[src/rtl/lp_pkg.sv]
package lp_pkg;
  typedef enum logic [1:0] {
    TGT_ON    = 2'd0,
    TGT_INACT = 2'd1,
    TGT_RET   = 2'd2,
    TGT_OFF   = 2'd3
  } tgt_e;

  typedef enum logic [1:0] {
    RPT_ON    = 2'd0,
    RPT_INACT = 2'd1,
    RPT_RET   = 2'd2,
    RPT_OFF   = 2'd3
  } rpt_e;

  localparam logic [1:0] CM_HW_AUTO = 2'd2;

  typedef enum logic [2:0] {
    S_RUN, S_GATE, S_DOWN, S_LP, S_UP, S_SETTLE, S_CLKON, S_RSTREL
  } seq_e;

  function automatic rpt_e to_rpt(tgt_e t);
    case (t)
      TGT_INACT: return RPT_INACT;
      TGT_RET:   return RPT_RET;
      TGT_OFF:   return RPT_OFF;
      default:   return RPT_ON;
    endcase
  endfunction
endpackage

[src/rtl/lp_settle_cnt.sv]
module lp_settle_cnt #(
  parameter int unsigned CYCLES = 4
) (
  input  logic clk_i,
  input  logic rst_ni,
  input  logic run_i,
  output logic done_o
);
  localparam int unsigned CW = (CYCLES < 2) ? 1 : $clog2(CYCLES);
  localparam logic [CW-1:0] LAST = CW'(CYCLES - 1);

  logic [CW-1:0] cnt_q;

  always_ff @(posedge clk_i or negedge rst_ni) begin
    if (!rst_ni)         cnt_q <= '0;
    else if (!run_i)     cnt_q <= '0;
    else if (cnt_q != LAST) cnt_q <= cnt_q + 1'b1;
  end

  assign done_o = run_i && (cnt_q == LAST);
endmodule

[src/rtl/core_lp_seq.sv]
module core_lp_seq
  import lp_pkg::*;
#(
  parameter int unsigned CORE_ID    = 0,
  parameter int unsigned SETTLE_CYC = 4
) (
  input  logic       clk_i,
  input  logic       rst_ni,
  input  logic       wfi_i,
  input  logic       wfe_i,
  input  logic [1:0] tgt_i,
  input  logic [1:0] clkmode_i,
  input  logic       peer_ok_i,
  input  logic       wake_i,
  output logic       clk_en_o,
  output logic       logic_pwr_o,
  output logic       logic_ret_o,
  output logic       l1_arr_pwr_o,
  output logic       l1_periph_pwr_o,
  output logic       core_rst_o,
  output logic [1:0] pwr_state_o,
  output logic       busy_o
);
  seq_e state_q, state_d;
  tgt_e tgt_q, tgt_d, req;
  logic off_allow, hw_auto, deep_go, need_rst, settle_done;

  // only the second core may be switched fully off
  generate
    if (CORE_ID == 1) begin : g_off_capable
      assign off_allow = 1'b1;
    end else begin : g_no_off
      assign off_allow = 1'b0;
    end
  endgenerate

  assign req      = tgt_e'(tgt_i);
  assign hw_auto  = (clkmode_i == CM_HW_AUTO);
  assign need_rst = (tgt_q == TGT_OFF);

  always_comb begin
    case (req)
      TGT_INACT, TGT_RET: deep_go = peer_ok_i;
      TGT_OFF:            deep_go = off_allow;
      default:            deep_go = 1'b0;
    endcase
    deep_go = deep_go && hw_auto && wfi_i;
  end

  lp_settle_cnt #(.CYCLES(SETTLE_CYC)) u_settle (
    .clk_i  (clk_i),
    .rst_ni (rst_ni),
    .run_i  (state_q == S_SETTLE),
    .done_o (settle_done)
  );

  always_comb begin
    state_d = state_q;
    tgt_d   = tgt_q;
    case (state_q)
      S_RUN: if (deep_go) begin
        state_d = S_GATE;
        tgt_d   = req;
      end
      S_GATE:   state_d = S_DOWN;
      S_DOWN:   state_d = S_LP;
      S_LP:     if (wake_i) state_d = S_UP;
      S_UP:     state_d = S_SETTLE;
      S_SETTLE: if (settle_done) state_d = S_CLKON;
      S_CLKON:  state_d = need_rst ? S_RSTREL : S_RUN;
      S_RSTREL: state_d = S_RUN;
      default:  state_d = S_RUN;
    endcase
  end

  always_ff @(posedge clk_i or negedge rst_ni) begin
    if (!rst_ni) begin
      state_q <= S_RUN;
      tgt_q   <= TGT_ON;
    end else begin
      state_q <= state_d;
      tgt_q   <= tgt_d;
    end
  end

  always_comb begin
    clk_en_o        = 1'b0;
    logic_pwr_o     = 1'b1;
    logic_ret_o     = 1'b0;
    l1_arr_pwr_o    = 1'b1;
    l1_periph_pwr_o = 1'b1;
    core_rst_o      = 1'b0;
    pwr_state_o     = RPT_ON;
    busy_o          = 1'b1;
    case (state_q)
      S_RUN: begin
        clk_en_o = !(wfi_i || wfe_i);
        busy_o   = 1'b0;
      end
      S_DOWN, S_LP: begin
        case (tgt_q)
          TGT_RET: begin
            logic_pwr_o     = 1'b0;
            logic_ret_o     = 1'b1;
            l1_periph_pwr_o = 1'b0;
          end
          TGT_OFF: begin
            logic_pwr_o     = 1'b0;
            l1_arr_pwr_o    = 1'b0;
            l1_periph_pwr_o = 1'b0;
          end
          default: ;
        endcase
        core_rst_o = need_rst;
        if (state_q == S_LP) begin
          pwr_state_o = to_rpt(tgt_q);
          busy_o      = 1'b0;
        end
      end
      S_UP, S_SETTLE: begin
        core_rst_o  = need_rst;
        pwr_state_o = to_rpt(tgt_q);
      end
      S_CLKON: begin
        clk_en_o    = 1'b1;
        core_rst_o  = need_rst;
        pwr_state_o = to_rpt(tgt_q);
      end
      S_RSTREL: begin
        clk_en_o    = 1'b1;
        pwr_state_o = to_rpt(tgt_q);
      end
      default: ;
    endcase
  end
endmodule

[src/rtl/lp_pair_chk.sv]
module lp_pair_chk
  import lp_pkg::*;
(
  input  logic       clk_i,
  input  logic       rst_ni,
  input  logic [1:0] st0_i,
  input  logic [1:0] st1_i,
  input  logic       busy_i,
  output logic       err_o
);
  rpt_e s0, s1;
  logic legal;

  assign s0    = rpt_e'(st0_i);
  assign s1    = rpt_e'(st1_i);
  assign legal = (s0 != RPT_OFF) && ((s0 == s1) || (s1 == RPT_OFF));

  always_ff @(posedge clk_i or negedge rst_ni) begin
    if (!rst_ni)     err_o <= 1'b0;
    else if (!busy_i) err_o <= !legal;
  end
endmodule

[src/rtl/lp_cluster_ctrl.sv]
module lp_cluster_ctrl
  import lp_pkg::*;
#(
  parameter int unsigned SETTLE_CYC = 4
) (
  input  logic       clk_i,
  input  logic       rst_ni,
  input  logic [1:0] wfi_i,
  input  logic [1:0] wfe_i,
  input  logic [3:0] tgt_i,
  input  logic [3:0] clkmode_i,
  input  logic       l2_idle_i,
  input  logic [1:0] wake_i,
  output logic [1:0] clk_en_o,
  output logic [1:0] logic_pwr_o,
  output logic [1:0] logic_ret_o,
  output logic [1:0] l1_arr_pwr_o,
  output logic [1:0] l1_periph_pwr_o,
  output logic [1:0] core_rst_o,
  output logic [3:0] pwr_state_o,
  output logic [1:0] busy_o,
  output logic       pair_err_o
);
  localparam int unsigned NC = 2;
  localparam int unsigned FW = 2;

  for (genvar g = 0; g < NC; g++) begin : g_core
    logic peer_ok;
    assign peer_ok = l2_idle_i && wfi_i[NC-1-g];

    core_lp_seq #(.CORE_ID(g), .SETTLE_CYC(SETTLE_CYC)) u_seq (
      .clk_i           (clk_i),
      .rst_ni          (rst_ni),
      .wfi_i           (wfi_i[g]),
      .wfe_i           (wfe_i[g]),
      .tgt_i           (tgt_i[FW*g +: FW]),
      .clkmode_i       (clkmode_i[FW*g +: FW]),
      .peer_ok_i       (peer_ok),
      .wake_i          (wake_i[g]),
      .clk_en_o        (clk_en_o[g]),
      .logic_pwr_o     (logic_pwr_o[g]),
      .logic_ret_o     (logic_ret_o[g]),
      .l1_arr_pwr_o    (l1_arr_pwr_o[g]),
      .l1_periph_pwr_o (l1_periph_pwr_o[g]),
      .core_rst_o      (core_rst_o[g]),
      .pwr_state_o     (pwr_state_o[FW*g +: FW]),
      .busy_o          (busy_o[g])
    );
  end

  lp_pair_chk u_pair (
    .clk_i  (clk_i),
    .rst_ni (rst_ni),
    .st0_i  (pwr_state_o[1:0]),
    .st1_i  (pwr_state_o[3:2]),
    .busy_i (|busy_o),
    .err_o  (pair_err_o)
  );
endmodule

[config.mk]
export PLATFORM = sky130hd
export DESIGN_NAME = lp_cluster_ctrl
export DESIGN_NICKNAME = d
export VERILOG_FILES = /design/src/rtl/lp_pkg.sv /design/src/rtl/lp_settle_cnt.sv /design/src/rtl/core_lp_seq.sv /design/src/rtl/lp_pair_chk.sv /design/src/rtl/lp_cluster_ctrl.sv
export SDC_FILE = /design/constraint.sdc
export NUM_CORES = 1
export LEC_CHECK = 0
export ABC_AREA = 1
export BUFFER_PORTS_ARGS = -buffer_cell sky130_fd_sc_hd__buf_2
export CORE_AREA = 2 2 52 54
export CTS_CLUSTER_DIAMETER = 120
export CTS_CLUSTER_SIZE = 28
export DETAILED_ROUTE_END_ITERATION = 8
export DIE_AREA = 0 0 54 56
export GPL_ROUTABILITY_DRIVEN = 0
export PLACE_DENSITY = 0.74
export SYNTH_ARGS = -nofsm -noshare
export SYNTH_HDL_FRONTEND = slang
export SYNTH_SLANG_ARGS = --single-unit
[constraint.sdc]
create_clock -name clk_i -period 1.45 [get_ports clk_i]
set_clock_uncertainty 0.1 [all_clocks]
set_input_delay 0.2175 -clock clk_i [delete_from_list [all_inputs] [get_ports clk_i]]
set_output_delay 0.2175 -clock clk_i [all_outputs]
set_load 0.01 [all_outputs]
# Word level (Yosys, flattened, before mapping)

Index checks and enable logic that the tools add are counted.

Bits in registers: 15
Latch bits: 0
Bits in writable memories: 0
ROM bits: 0
Input port bits: 17
Output and inout bits: 19
Logic and storage cells: 127
Memories kept: 0

$add $sub $neg: 2
$mul: 0
Divide/modulo/power cells: 0
$lt $le $gt $ge: 0
Eq/ne operators: 42
Shift-type cells: 0
Muxes and demuxes: 42
Bitwise logic cells: 0
Reduce and logical (&&, ||, !) cells: 34

Operator list:

| cell                                                                    | number |
|---|---|
| 3-bit one-hot mux with 8 select lines                                   | 2 |
| 2-bit == test, second input constant                                    | 12 |
| 3-bit == test, second input constant                                    | 8 |
| 3-bit two-way mux                                                       | 8 |
| 2-bit OR reduction                                                      | 9 |
| 1-bit two-way mux                                                       | 17 |
| 3-bit by 2-bit == test with 1-bit output, second input constant         | 4 |
| 2-bit two-way mux                                                       | 6 |
| 2-bit by 1-bit inequality test with 1-bit output, second input constant | 6 |
| 2-bit one-hot mux with 3 select lines                                   | 2 |
| 2-bit inequality test, second input constant                            | 5 |
| 1-bit one-hot mux with 2 select lines                                   | 5 |
| 5-bit OR reduction                                                      | 2 |
| 1-bit logical AND                                                       | 9 |
| 2-bit by 1-bit == test with 1-bit output, second input constant         | 4 |
| 2-bit one-hot mux with 2 select lines                                   | 2 |
| 4-bit OR reduction                                                      | 2 |
| 3-bit by 1-bit == test with 1-bit output, second input constant         | 2 |
| 3-bit zero test                                                         | 2 |
| 3-bit AND reduction                                                     | 2 |
| 2-bit by 1-bit adder with 2-bit output, second input constant           | 2 |
| 2-bit AND reduction                                                     | 2 |
| 1-bit zero test                                                         | 3 |
| 1-bit logical OR                                                        | 3 |
| 2-bit == test                                                           | 1 |

# Logic depth before layout (Yosys ltp)

Word-level depth: 8
Gate-level depth with buffers: 9
Depth with buffers taken out: 9

# Cells and area by module

Synthesis repeated with hierarchy kept, for this count alone.

Cell total of the unflattened synthesis: 192
Area total of the unflattened synthesis: 1177.4 um2

Modules (own cells, without submodules):

| module                        | instances | cells each | area an instance (um2) | sequential area each (um2) |
|---|---|---|---|---|
| core_lp_seq (g_core[1].u_seq) | 1         | 73         | 432.9                  | 125.1 |
| core_lp_seq (g_core[0].u_seq) | 1         | 69         | 420.4                  | 125.1 |
| lp_settle_cnt                 | 2         | 13         | 105.1                  | 50.0 |
| lp_pair_chk                   | 1         | 17         | 87.6                   | 25.0 |
| lp_cluster_ctrl               | 1         | 7          | 26.3                   | 0.0 |

# Worst setup path after synthesis

Ideal clock, no wire load.

Path kind: register to output
Start: register g_core[0].u_seq.state_q[2]
End: output port clk_en_o[0]
Data arrival time: 1.044 ns
Data required time: 1.133 ns
Path slack: 0.089 ns
Stages on the path, launching flop included: 7
Buffers on the path: 1
Cells stage by stage: dfrtp_1 -> inv_2 -> nand2_1 -> nor2_1 -> inv_1 -> o31ai_1 -> buf_4

Word-level cells in the longest chain between the ends: 3
Elaborated cells on any way between the ends: 5
Those cells by class: eq/ne (2); mux (1); reduce/logical (2)

RTL lines:

| what                                      | line                  | text |
|---|---|---|
| start: declaration                        | core_lp_seq.sv:24     | `seq_e state_q, state_d;` |
| start signal: assignment                  | core_lp_seq.sv:81     | `state_q <= state_d;` |
| 3-bit == test                             | n/a                   |  |
| 2-bit OR reduction (no source line)       | n/a                   |  |
| 1-bit one-hot mux with 2 select lines (*) | core_lp_seq.sv:95     | `case (state_q)` |
| end: declaration                          | lp_cluster_ctrl.sv:14 | `output logic [1:0] clk_en_o,` |

Mark *: on every way between the ends. The rest lies on a longest branch, timed or not.

# Final worst setup path

Ends and elaborated chain as after synthesis.

==> results.cfg <==
[worst_setup_path]
path_class = flip-flop to output pin
worstSetupEndpointType = output pin
crit_start = g_core[0].u_seq.state_q[2]
worstSetupStartpointType = flip-flop
r2r_cells = 11
r2r_slack_ns = -0.09
critPathCapture = clk_en_o[0]
cp.arrival_ns = 1.40
r2r_end = u_pair.err_o
worst_r2r_startpoint = g_core[0].u_seq.state_q[2]
crit_required_ns = 1.13
crit_fanout = 2

[global_routing]
overflow = 0
grt_use_total_pct = 22.8
grt_pass1_vias = 1216
grt_pass1_wl_um = 5140
grt_start_max_net_pins = 16
antenna_found_initial = 0

[status]
violations = setup timing
outcome = finished with violations

[sta]
fin_crit_ns = 1.72
drv_slew = 0
hold_violations = 0
timing.fmax_mhz = 583
slew_headroom_pct = 76.0
tightestPinTransition_ns = 0.360
setup_tns_ns = -2.94
finalSetupViolations = 22
rsz0062_at_grt = true
layout_setup_ws_ns = -0.266
holdWs_ns = 0.0653
fin_crit_sh_pct = 118

[place]
portBuffers = 35
dp_hpwl_um = 2100

[die]
initial_core_util_pct = 47.4
top_level_ports = 36
row_count = 18
die_area_sq_um = 3020
die_w_um = 54
fp.dieH_um = 56
coreArea_sq_um = 2430

[synth]
syn_inst = 172
avgSynthCellArea_sq_um = 6.71
syn_area_sq_um = 1150
seq_area_frac_synth_pct = 32.5
synth_nets = 193
ys_ff_latch = 15
synth-warning-count = 0
ys_types = 26

[clock_network]
cts-buffers-inserted = 3
cts_tree = yes
cts_buffer_depth = 2
clkSlewWorstSetupHoldPaths_ns = 0.10
cts_root_buf = clkbuf_4
htree_levels = 1
cts_sinks = 15
worstSkewPairLatency_ns = 0.29

[detailed_routing]
drt_wl_total_um = 3590
ant_nets = 0
avgViaCountPerCell = 5.03
routed-via-count = 1307
drc = 0
routedWlPerCell_um = 13.8
initialDrtViolationCount = 34
drt_pre_antenna_iters = 4

[final_layout]
finalCoreUtilization_pct = 77.9
final_common_cell = nand2_1
final_cell_mix = nand2_1 (33), buf_2 (26), buf_6 (23)
drive_above_1_share_pct = 55.2
antenna_cells = 0
nNetsFinal = 252
area_growth_syn_to_layout_pct = 64.2
fillers = 175

[power]
leakagePower_uw = 0.00103
power_density_nw_per_um2 = 1980
irDropWorstVdd_mv = 1.36

[flow_run]
cap_violations = 0

[hold_path]
min_path_type = input port to flip-flop
layout make-up:
type | count | area, sq um | share of cell area (%)
flip-flops and latches | 15 | 380 | 20.1
clock buffers | 3 | 22.5 | 1.19
inverters | 26 | 103 | 5.42
repair buffers | 69 | 542 | 28.6
multi-input cells | 116 | 805 | 42.5
clock inverters | 1 | 5.00 | 0.264
well taps | 30 | 37.5 | 1.98
cell usage after synthesis (all sizes together):
library cell,n,area (sq um)
nand2,51,196
inv,26,97.6
nor2,18,67.6
buf,15,110
dfrtp,15,375
nand3,13,70.1
o21ai,10,50.1
a21oi,8,47.6
ha,4,50.1
nand3b,2,15.0
nor3,2,15.0
and3,1,6.26
nand4,1,6.26
nor3b,1,7.51
o21bai,1,7.51
o31ai,1,7.51
o41ai,1,8.76
or2,1,6.26
xor2,1,8.76
metrics by stage:
| stage | std cells | setup slack (ns) | area [sq um] | power (uW) |
|---|---|---|---|---|
| floorplan | 172 | 0.0890 | 1150 | 1820 |
| global placement | 225 | 0.0467 | 1280 | 2050 |
| detailed placement | 225 | 0.0128 | 1280 | 2090 |
| CTS | 252 | -0.268 | 1670 | 3140 |
| global route | 260 | -0.360 | 1890 | 4020 |
| finish | 260 | -0.266 | 1890 | 3750 |
worst min-delay path by stage:
stage                     cells past startpoint                                 to      from
after floorplan                               0         g_core[0].u_seq.state_q[0]    rst_ni
after global placement                        1  g_core[0].u_seq.u_settle.cnt_q[1]    rst_ni
after detailed placement                      1  g_core[1].u_seq.u_settle.cnt_q[0]    rst_ni
after CTS                                     3           g_core[0].u_seq.tgt_q[0]  tgt_i[0]
after global routing                          3           g_core[0].u_seq.tgt_q[0]  tgt_i[0]
final                                         3           g_core[0].u_seq.tgt_q[1]  tgt_i[1]
sequential cells by signal, summed over array words and instances, names as in the netlist:
signal / cells
g_core.u_seq.state_q: 6
g_core.u_seq.tgt_q: 4
g_core.u_seq.u_settle.cnt_q: 4
u_pair.err_o: 1
worst max-delay path, stage by stage, from the launching register on:
cell and delay (ns):
dfrtp_1 0.42, inv_2 0.08, nand2_2 0.07, nor2_4 0.13
inv_2 0.06, o31ai_4 0.20, buf_2 0.16
what timing repair did:
action	CTS	global route
pin swaps	8	21
gates resized for setup	47	44
setup endpoints to repair	18	27
endpoints found under the hold margin	15	0
hold buffers	1	0
setup buffers	22	12
layer usage:
layer,global-route usage [%],share of wire [%],routed length (um),vias to the layer above
met5,0,0,0,-
met4,5.71,0.72,26,0
met3,3.23,3.1,113,4
met2,43.4,58,2090,36
met1,25.0,38,1360,623
li1,-,-,-,644
power breakdown:
group          internal (uW)  switching [uW]  total [uW]
Combinational           1310            1390        2700
Clock                    102             153         256
Sequential               583             213         796
Total                   2000            1750        3750
kinds of logic after synthesis:
logic type | count (synthesis) | share of synthesized area [%]
fa+ha+maj | 4 | 4.34
buf+inv | 41 | 18.0
xor+xnor | 1 | 0.759
compound gates | 21 | 10.5
flops | 15 | 32.5
simple gates | 90 | 33.8
No activity file was read; power rests on OpenSTA's default activity.
